## src/rtl/spi_reg_port.sv

```systemverilog
module spi_reg_port #(
  parameter int FRAME_W     = 8,
  parameter int REG_COUNT   = 16,
  parameter int SYNC_STAGES = 2
) (
  input  logic                         clk,
  input  logic                         rst_n,
  input  logic                         spi_cs_n,
  input  logic                         spi_sck,
  input  logic                         spi_mosi,
  output logic                         spi_miso,
  output logic [$clog2(REG_COUNT)-1:0] reg_addr,
  output logic                         reg_wr,
  output logic [FRAME_W-1:0]           reg_wdata,
  input  logic [FRAME_W-1:0]           reg_rdata
);
  localparam int AW      = $clog2(REG_COUNT);
  localparam int FIELD_W = FRAME_W - 1;
  localparam int CNT_W   = $clog2(FRAME_W);

  typedef enum logic [1:0] {PH_INSTR, PH_DATA, PH_DONE} phase_t;

  logic [SYNC_STAGES-1:0] cs_pipe, sck_pipe, mosi_pipe;
  logic                   sck_d;
  logic                   cs_s, sck_s, mosi_s, sck_rise, sck_fall, frame_end, in_range;
  phase_t                 phase;
  logic [CNT_W-1:0]       bit_cnt;
  logic [FRAME_W-2:0]     rx_shift;
  logic [FRAME_W-1:0]     rx_next, tx_shift, wdata_q;
  logic [FIELD_W-1:0]     addr_q;
  logic                   rd_q, load_pend, miso_q, wr_q;

  assign cs_s      = cs_pipe[SYNC_STAGES-1];
  assign sck_s     = sck_pipe[SYNC_STAGES-1];
  assign mosi_s    = mosi_pipe[SYNC_STAGES-1];
  assign sck_rise  = !cs_s && sck_s && !sck_d;
  assign sck_fall  = !cs_s && !sck_s && sck_d;
  assign rx_next   = {rx_shift, mosi_s};
  assign frame_end = sck_rise && (bit_cnt == CNT_W'(FRAME_W - 1)) && (phase != PH_DONE);
  assign in_range  = {{(32-FIELD_W){1'b0}}, addr_q} < 32'(REG_COUNT);

  assign spi_miso  = miso_q;
  assign reg_addr  = addr_q[AW-1:0];
  assign reg_wr    = wr_q;
  assign reg_wdata = wdata_q;

  always_ff @(posedge clk or negedge rst_n) begin
    if (!rst_n) begin
      cs_pipe   <= '1;
      sck_pipe  <= '0;
      mosi_pipe <= '0;
      sck_d     <= 1'b0;
    end else begin
      cs_pipe   <= {cs_pipe[SYNC_STAGES-2:0], spi_cs_n};
      sck_pipe  <= {sck_pipe[SYNC_STAGES-2:0], spi_sck};
      mosi_pipe <= {mosi_pipe[SYNC_STAGES-2:0], spi_mosi};
      sck_d     <= sck_s;
    end
  end

  always_ff @(posedge clk or negedge rst_n) begin
    if (!rst_n) begin
      phase     <= PH_INSTR;
      bit_cnt   <= '0;
      rx_shift  <= '0;
      addr_q    <= '0;
      rd_q      <= 1'b0;
      load_pend <= 1'b0;
      tx_shift  <= '0;
      miso_q    <= 1'b0;
      wr_q      <= 1'b0;
      wdata_q   <= '0;
    end else if (cs_s) begin
      phase     <= PH_INSTR;
      bit_cnt   <= '0;
      rx_shift  <= '0;
      load_pend <= 1'b0;
      tx_shift  <= '0;
      miso_q    <= 1'b0;
      wr_q      <= 1'b0;
    end else begin
      wr_q      <= 1'b0;
      load_pend <= 1'b0;
      if (sck_rise && phase != PH_DONE) begin
        rx_shift <= rx_next[FRAME_W-2:0];
        bit_cnt  <= frame_end ? '0 : bit_cnt + 1'b1;
      end
      if (frame_end) begin
        if (phase == PH_INSTR) begin
          addr_q    <= rx_next[FRAME_W-1:1];
          rd_q      <= rx_next[0];
          load_pend <= 1'b1;
          phase     <= PH_DATA;
        end else begin
          phase <= PH_DONE;
          if (!rd_q && in_range) begin
            wr_q    <= 1'b1;
            wdata_q <= rx_next;
          end
        end
      end
      if (sck_fall) begin
        miso_q   <= tx_shift[FRAME_W-1];
        tx_shift <= tx_shift << 1;
      end
      if (load_pend)
        tx_shift <= (rd_q && in_range) ? reg_rdata : '0;
    end
  end

  p_wr_pulse_r5: assert property (@(posedge clk) disable iff (!rst_n)
    reg_wr |=> !reg_wr);

  p_wr_not_read_r6: assert property (@(posedge clk) disable iff (!rst_n)
    reg_wr |-> !rd_q);

  p_wr_inside_frame_r1: assert property (@(posedge clk) disable iff (!rst_n)
    reg_wr |-> $past(!cs_s));

  p_miso_on_fall_r4: assert property (@(posedge clk) disable iff (!rst_n)
    (!cs_s && !sck_fall) |=> $stable(spi_miso));

  p_pad_zero_r3: assert property (@(posedge clk) disable iff (!rst_n)
    (phase == PH_INSTR) |-> !spi_miso);

  p_done_quiet_r9: assert property (@(posedge clk) disable iff (!rst_n)
    (phase == PH_DONE && $past(phase == PH_DONE)) |-> !reg_wr);
endmodule

```

## config.mk

```make
export PLATFORM = sky130hd
export DESIGN_NAME = spi_reg_port
export DESIGN_NICKNAME = d
export VERILOG_FILES = /design/src/rtl/spi_reg_port.sv
export SDC_FILE = /design/constraint.sdc
export NUM_CORES = 1
export LEC_CHECK = 0
export BUFFER_PORTS_ARGS = -buffer_cell sky130_fd_sc_hd__buf_2
export CORE_MARGIN = 10
export CORE_UTILIZATION = 49
export CTS_CLUSTER_DIAMETER = 80
export CTS_CLUSTER_SIZE = 12
export DETAILED_ROUTE_END_ITERATION = 12
export PLACE_DENSITY = 0.8
export SETUP_SLACK_MARGIN = 0.05
export SYNTH_ARGS = -nofsm -noshare
export SYNTH_HDL_FRONTEND = slang
export SYNTH_SLANG_ARGS = --single-unit
```

## constraint.sdc

```tcl
create_clock -name clk -period 1.7 [get_ports clk]
set_clock_uncertainty 0.15 [all_clocks]
set_input_delay 0.34 -clock clk [delete_from_list [all_inputs] [get_ports clk]]
set_output_delay 0.34 -clock clk [all_outputs]
set_load 0.01 [all_outputs]
```

After elaboration in Yosys (flattened, before gate mapping)

Index checks and enable logic that the tools add are counted.

Bits in registers: 46
Input bits: 13

$lt $le $gt $ge: 1
Eq/ne operators: 2
Muxes and demuxes: 21
Add/subtract/negate cells: 1
Reductions and logical operators: 20
Bitwise logic cells: 2

Operator list:

| cell                  | number |
|---|---|
| $mux W8               | 4 |
| $mux W7               | 2 |
| $logic_and A1 B1 Y1   | 9 |
| $mux W1               | 9 |
| $mux W3               | 3 |
| $lt A7 B5 Y1 const B  | 1 |
| $mux W2               | 3 |
| $reduce_bool A2 Y1    | 3 |
| $logic_not A1 Y1      | 4 |
| $reduce_and A4 Y1     | 1 |
| $add A3 B1 Y3 const B | 1 |
| $eq A3 B3 Y1 const B  | 1 |
| $reduce_and A3 Y1     | 1 |
| $reduce_bool A3 Y1    | 1 |
| $logic_not A2 Y1      | 1 |
| $ne A2 B2 Y1 const B  | 1 |
| $not A1 Y1            | 2 |

Depth between registers and ports, before layout

Depth in word-level cells: 8
Gate-level depth with buffers: 6

Least setup slack after synthesis

OpenSTA, ideal clock, no wires.

Kind: register to register
From: register addr_q[6]
To: register wdata_q[0], in the netlist reg_wdata[0]
Required time: 1.425 ns
Buffers on the path: 0
Stages on the path, launching flop included: 5
Path slack: -0.117 ns
Data arrival time: 1.542 ns
Cells stage by stage: dfrtp_1 -> or4_4 -> a211oi_2 -> nand2_2 -> mux2_2

Longest elaborated chain between the ends: 3

RTL lines:

| what                               | RTL line | source |
|---|---|---|
| start, declared                    | 30       | `logic [FIELD_W-1:0] addr_q;` |
| start signal, assigned             | 90       | `addr_q <= rx_next[FRAME_W-1:1];` |
| $lt A7 B5 Y1                       | 40       | `assign in_range = {{(32-FIELD_W){1'b0}}, addr_q} < 32'(REG_COUNT);` |
| $logic_and A1 B1 Y1                | 96       | `if (!rd_q && in_range) begin` |
| $reduce_and A4 Y1 (no source line) | -        |  |
| end signal, assigned               | 98       | `wdata_q <= rx_next;` |
| end, declared                      | 29       | `logic [FRAME_W-1:0] rx_next, tx_shift, wdata_q;` |

Every way passes these cells.
A chain may end at the register's enable or synchronous reset.

Final worst setup path

From: register bit_cnt[0]
To: register rd_q

Longest elaborated chain between the ends: 4

RTL lines:

| what                               | RTL line | source |
|---|---|---|
| start, declared                    | 27       | `logic [CNT_W-1:0] bit_cnt;` |
| start signal, assigned             | 86       | `bit_cnt <= frame_end ? '0 : bit_cnt + 1'b1;` |
| $eq A3 B3 Y1                       | 39       | `assign frame_end = sck_rise && (bit_cnt == CNT_W'(FRAME_W - 1)) && (phase != PH_DONE);` |
| $logic_and A1 B1 Y1 (2 in a row)   | 39       |  |
| $reduce_and A3 Y1 (no source line) | -        |  |
| end signal, assigned               | 91       | `rd_q <= rx_next[0];` |
| end, declared                      | 31       | `logic rd_q, load_pend, miso_q, wr_q;` |

Every way passes these cells.

==> impl_results.md <==
* Final hold violation count at 0
* Register bit total from synthesis at between 40 and 50
* Hold Crit Start: reg_rdata[4]
* Die area at 0.00648 mm^2
* Fraction of layout cells with a size suffix above 1 at 0.478
* Pwr Density at 864 mW/mm^2
* Clock tree buffer depth at 2
* Multi-input logic area at 643 um^2
* Initial DRT Pass Iterations at 4
* RSZ-0062 raised after global routing: true
* Type of origin of the critical path: register
* Final setup viols at 23
* Wire length per cell at between 15 and 20 um
* Core area at 0.00344 mm^2
* Dpl hpwl at ~2600 um
* Antenna viol nets, final at 0
* Post-Synth XOR/XNOR Area at 0
* CTS Root Cell: clkbuf_8
* Fin crit share at 1.13
* Pre-CTS setup slack at -241 ps
* Crit-path slowest cell: or4_4
* Final Util at 0.671
* Clk sinks at between 40 and 50
* PortBufs at 26
* Area contributors post-synth: dfrtp_1 (61%), mux2_2 (11%), mux2i_1 (4.5%)
* Critical Path AT at slightly below 2000 ps
* Synth Area in Compound Gates at 0.0859
* Crit. Startpoint: bit_cnt[0]
* Dominant cell by count in the synthesized netlist: dfrtp_1
* Final #Nets at ~190
* Vias at ~1100
* Yosys warning count at 0
* Dpl cells at between 200 and 250
* Status: complete, but fails checks
* Pwr Total at ~2 mW
* Initial antenna violation count at 0
* Largest net degree at the start of global routing at 23
* Reg-to-Reg Start: bit_cnt[0]
* Post-synth EDFFs at 0
* Htree depth at 2
* Vias in the first global route at roughly 1300
* Share of the synthesized area in the top cell type at 0.615
* Final non-filler cell total at about 220
* Gr usage total at 0.116
* CP required at 1730 ps
* Crit path cell chain: ha_2 -> ha_4 -> nand3b_1 -> or4_4 -> buf_8 -> mux2_2
* Critical Path Max Stage Delay at ~430 ps
* Number of top-level pins at 27
* Post-synth top flop: dfrtp_1
* Gpl congestion at around 0.81
* Max Freq at between 0.5 and 0.6 GHz
* Tmin final at about 1900 ps
* Clock Latency Late Sink at ~300 ps
* Syn Nets at around 150
* Drt drc at 0
* CP delay by family, top: simple AND/OR/NAND/NOR gates
* Seq/Total Area, Yosys at 0.644
* Die height at 80.5 um
* Peak VDD IR at 0.560 mV
* Post-Route WL at 3490 um
* Clk pin slew, worst setup/hold paths at 80 ps
* Synth-to-layout area growth at 28.8%
* Fillers at 256
* Failing checks: setup timing
* Worst Setup Path Type: reg -> reg
* CTS tree: yes
* Mapped Cells at 130
* Register area at about 0.0012 mm^2
* Mapped cell area at 0.00179 mm^2
* Adder-cell share of the synthesized area at 0.0140
* Gr busiest metal: met2
* Vias per cell at approximately 5
* Cell variety after synth at 27
* Worst path bufs/invs at 1
* Area share of and/or/nand/nor cells after synthesis at 0.0705
* Setup ws final at -213 ps
* M1 GR Usage at 0.126
* GR Util met3 at 0.0557
* Syn avg cell area at roughly 14 um^2
* Total CTS buffers at 5
* Critical Path Fanout Max at 9
* Max Cap Viol at 0
* Slew HR at 0.612
* Die width at 80.5 um
* Ant diodes at 0
* Mux contribution to synthesized area at 0.152
* Starting density of the core at 0.521
* Max-slew violation count at 0
* Drt initial violations at 66
* Grt met2 use at 0.186
* Worst Tran Pin Value at around 570 ps
* Critical Path Sink Type: register
* Commonest cells post-synth: dfrtp_1 (44), mux2_2 (17), nand2_1 (11)
* Area leader, netlist: dfrtp_1
* Largest family of logic cells by synthesized area: multiplexers
* Grt ovf at 0
* First-pass GRT wire length at 5850 um
* Share of flip-flops with an asynchronous set or reset at 1.00
* HP Class: in -> reg
* Leak at 1.22 nW
* # rows at 21
## area by class of cell
| class | count | area share |
|---|---|---|
| clock inverter | 2 | 0.0163 |
| tap | 46 | 0.0249 |
| inverter | 4 | 0.00650 |
| clock buffer | 6 | 0.0314 |
| sequential | 46 | 0.500 |
| multi-input combinational | 72 | 0.279 |
| timing repair buffer | 48 | 0.143 |
## layout by cell type, fill, tap and decap left out, drive strengths merged
cell type,instances
dfrtp,44
buf,44
mux2,17
nand2,12
a22o,9
o21ai,9
mux2i,8
clkbuf,6
inv,4
dlygate4sd3,4
or4,2
nor2,2
dfstp,2
a21oi,2
ha,2
nand3b,1
or2b,1
nor3b,1
a211oi,1
nor4bb,1
nor2b,1
or2,1
nand2b,1
o31ai,1
clkinvlp,1
bufinv,1
## worst paths after layout
| check | endpoint | slack (ps) | cells after the start |
|---|---|---|---|
| max | rd_q | -210 | 6 |
| min | tx_shift[4] | 100 | 3 |
| max reg2reg | rd_q | -210 | 6 |
| min reg2reg | sck_pipe[1] | 200 | 0 |
| max in group asynchronous | cs_pipe[0] | 500 | 3 |
| min in group asynchronous | rx_shift[0] | 340 | 2 |
## where the power goes
group,total [mW],switching [mW],leakage [nW],internal [mW]
sequential,1.12,0.0118,0.623,1.11
clock,0.780,0.341,0.0514,0.438
combinational,0.0947,0.0484,0.547,0.0463
## state kept, by name, summed over array words and instances, names as in the netlist
name       flops
addr_q         7
cs_pipe        2
sck_d          1
rd_q           1
spi_miso       1
rx_shift       7
reg_wdata      8
bit_cnt        3
tx_shift       8
phase          2
load_pend      1
reg_wr         1
mosi_pipe      2
sck_pipe       2
## logic make-up (layout without fill, tap and decap cells)
kind of cell,count (synthesis),after routing
AOI/OAI and AO/OA,22,22
adders and majority gates,2,2
buffers and inverters,12,60
DFF,46,46
muxes,25,25
and+or+nand+nor,23,23
## metrics by stage
step	hold WS (ps)	area (um^2)	TNS, ps
2_1_floorplan	-106	1800	-1450
3_3_place_gp	106	2040	-3250
3_5_place_dp	106	2040	-5110
4_1_cts	88.4	2230	-3620
5_1_grt	93.9	2310	-5700
6_report	98.2	2310	-3610
## layer usage
metal	up-vias	wire, um
met5	-	0
met4	0	55
met3	5	220
met2	32	1750
met1	559	1470
li1	546	-
## tightest hold or removal path: cells and delay by family
family,cells,cell delay [ps]
AND/OR/NAND/NOR,1,30
buffers and inverters,1,70
AO/OA/AOI/OAI,1,60
## timing repair
item,in CTS,in global routing
gates resized for setup,6,13
pin swaps,1,2
hold endpoints to repair,14,0
endpoints found under the setup margin,30,34
hold buffers,4,0
setup buffers,1,4
Note: power is estimated with default switching activity, not from simulation.
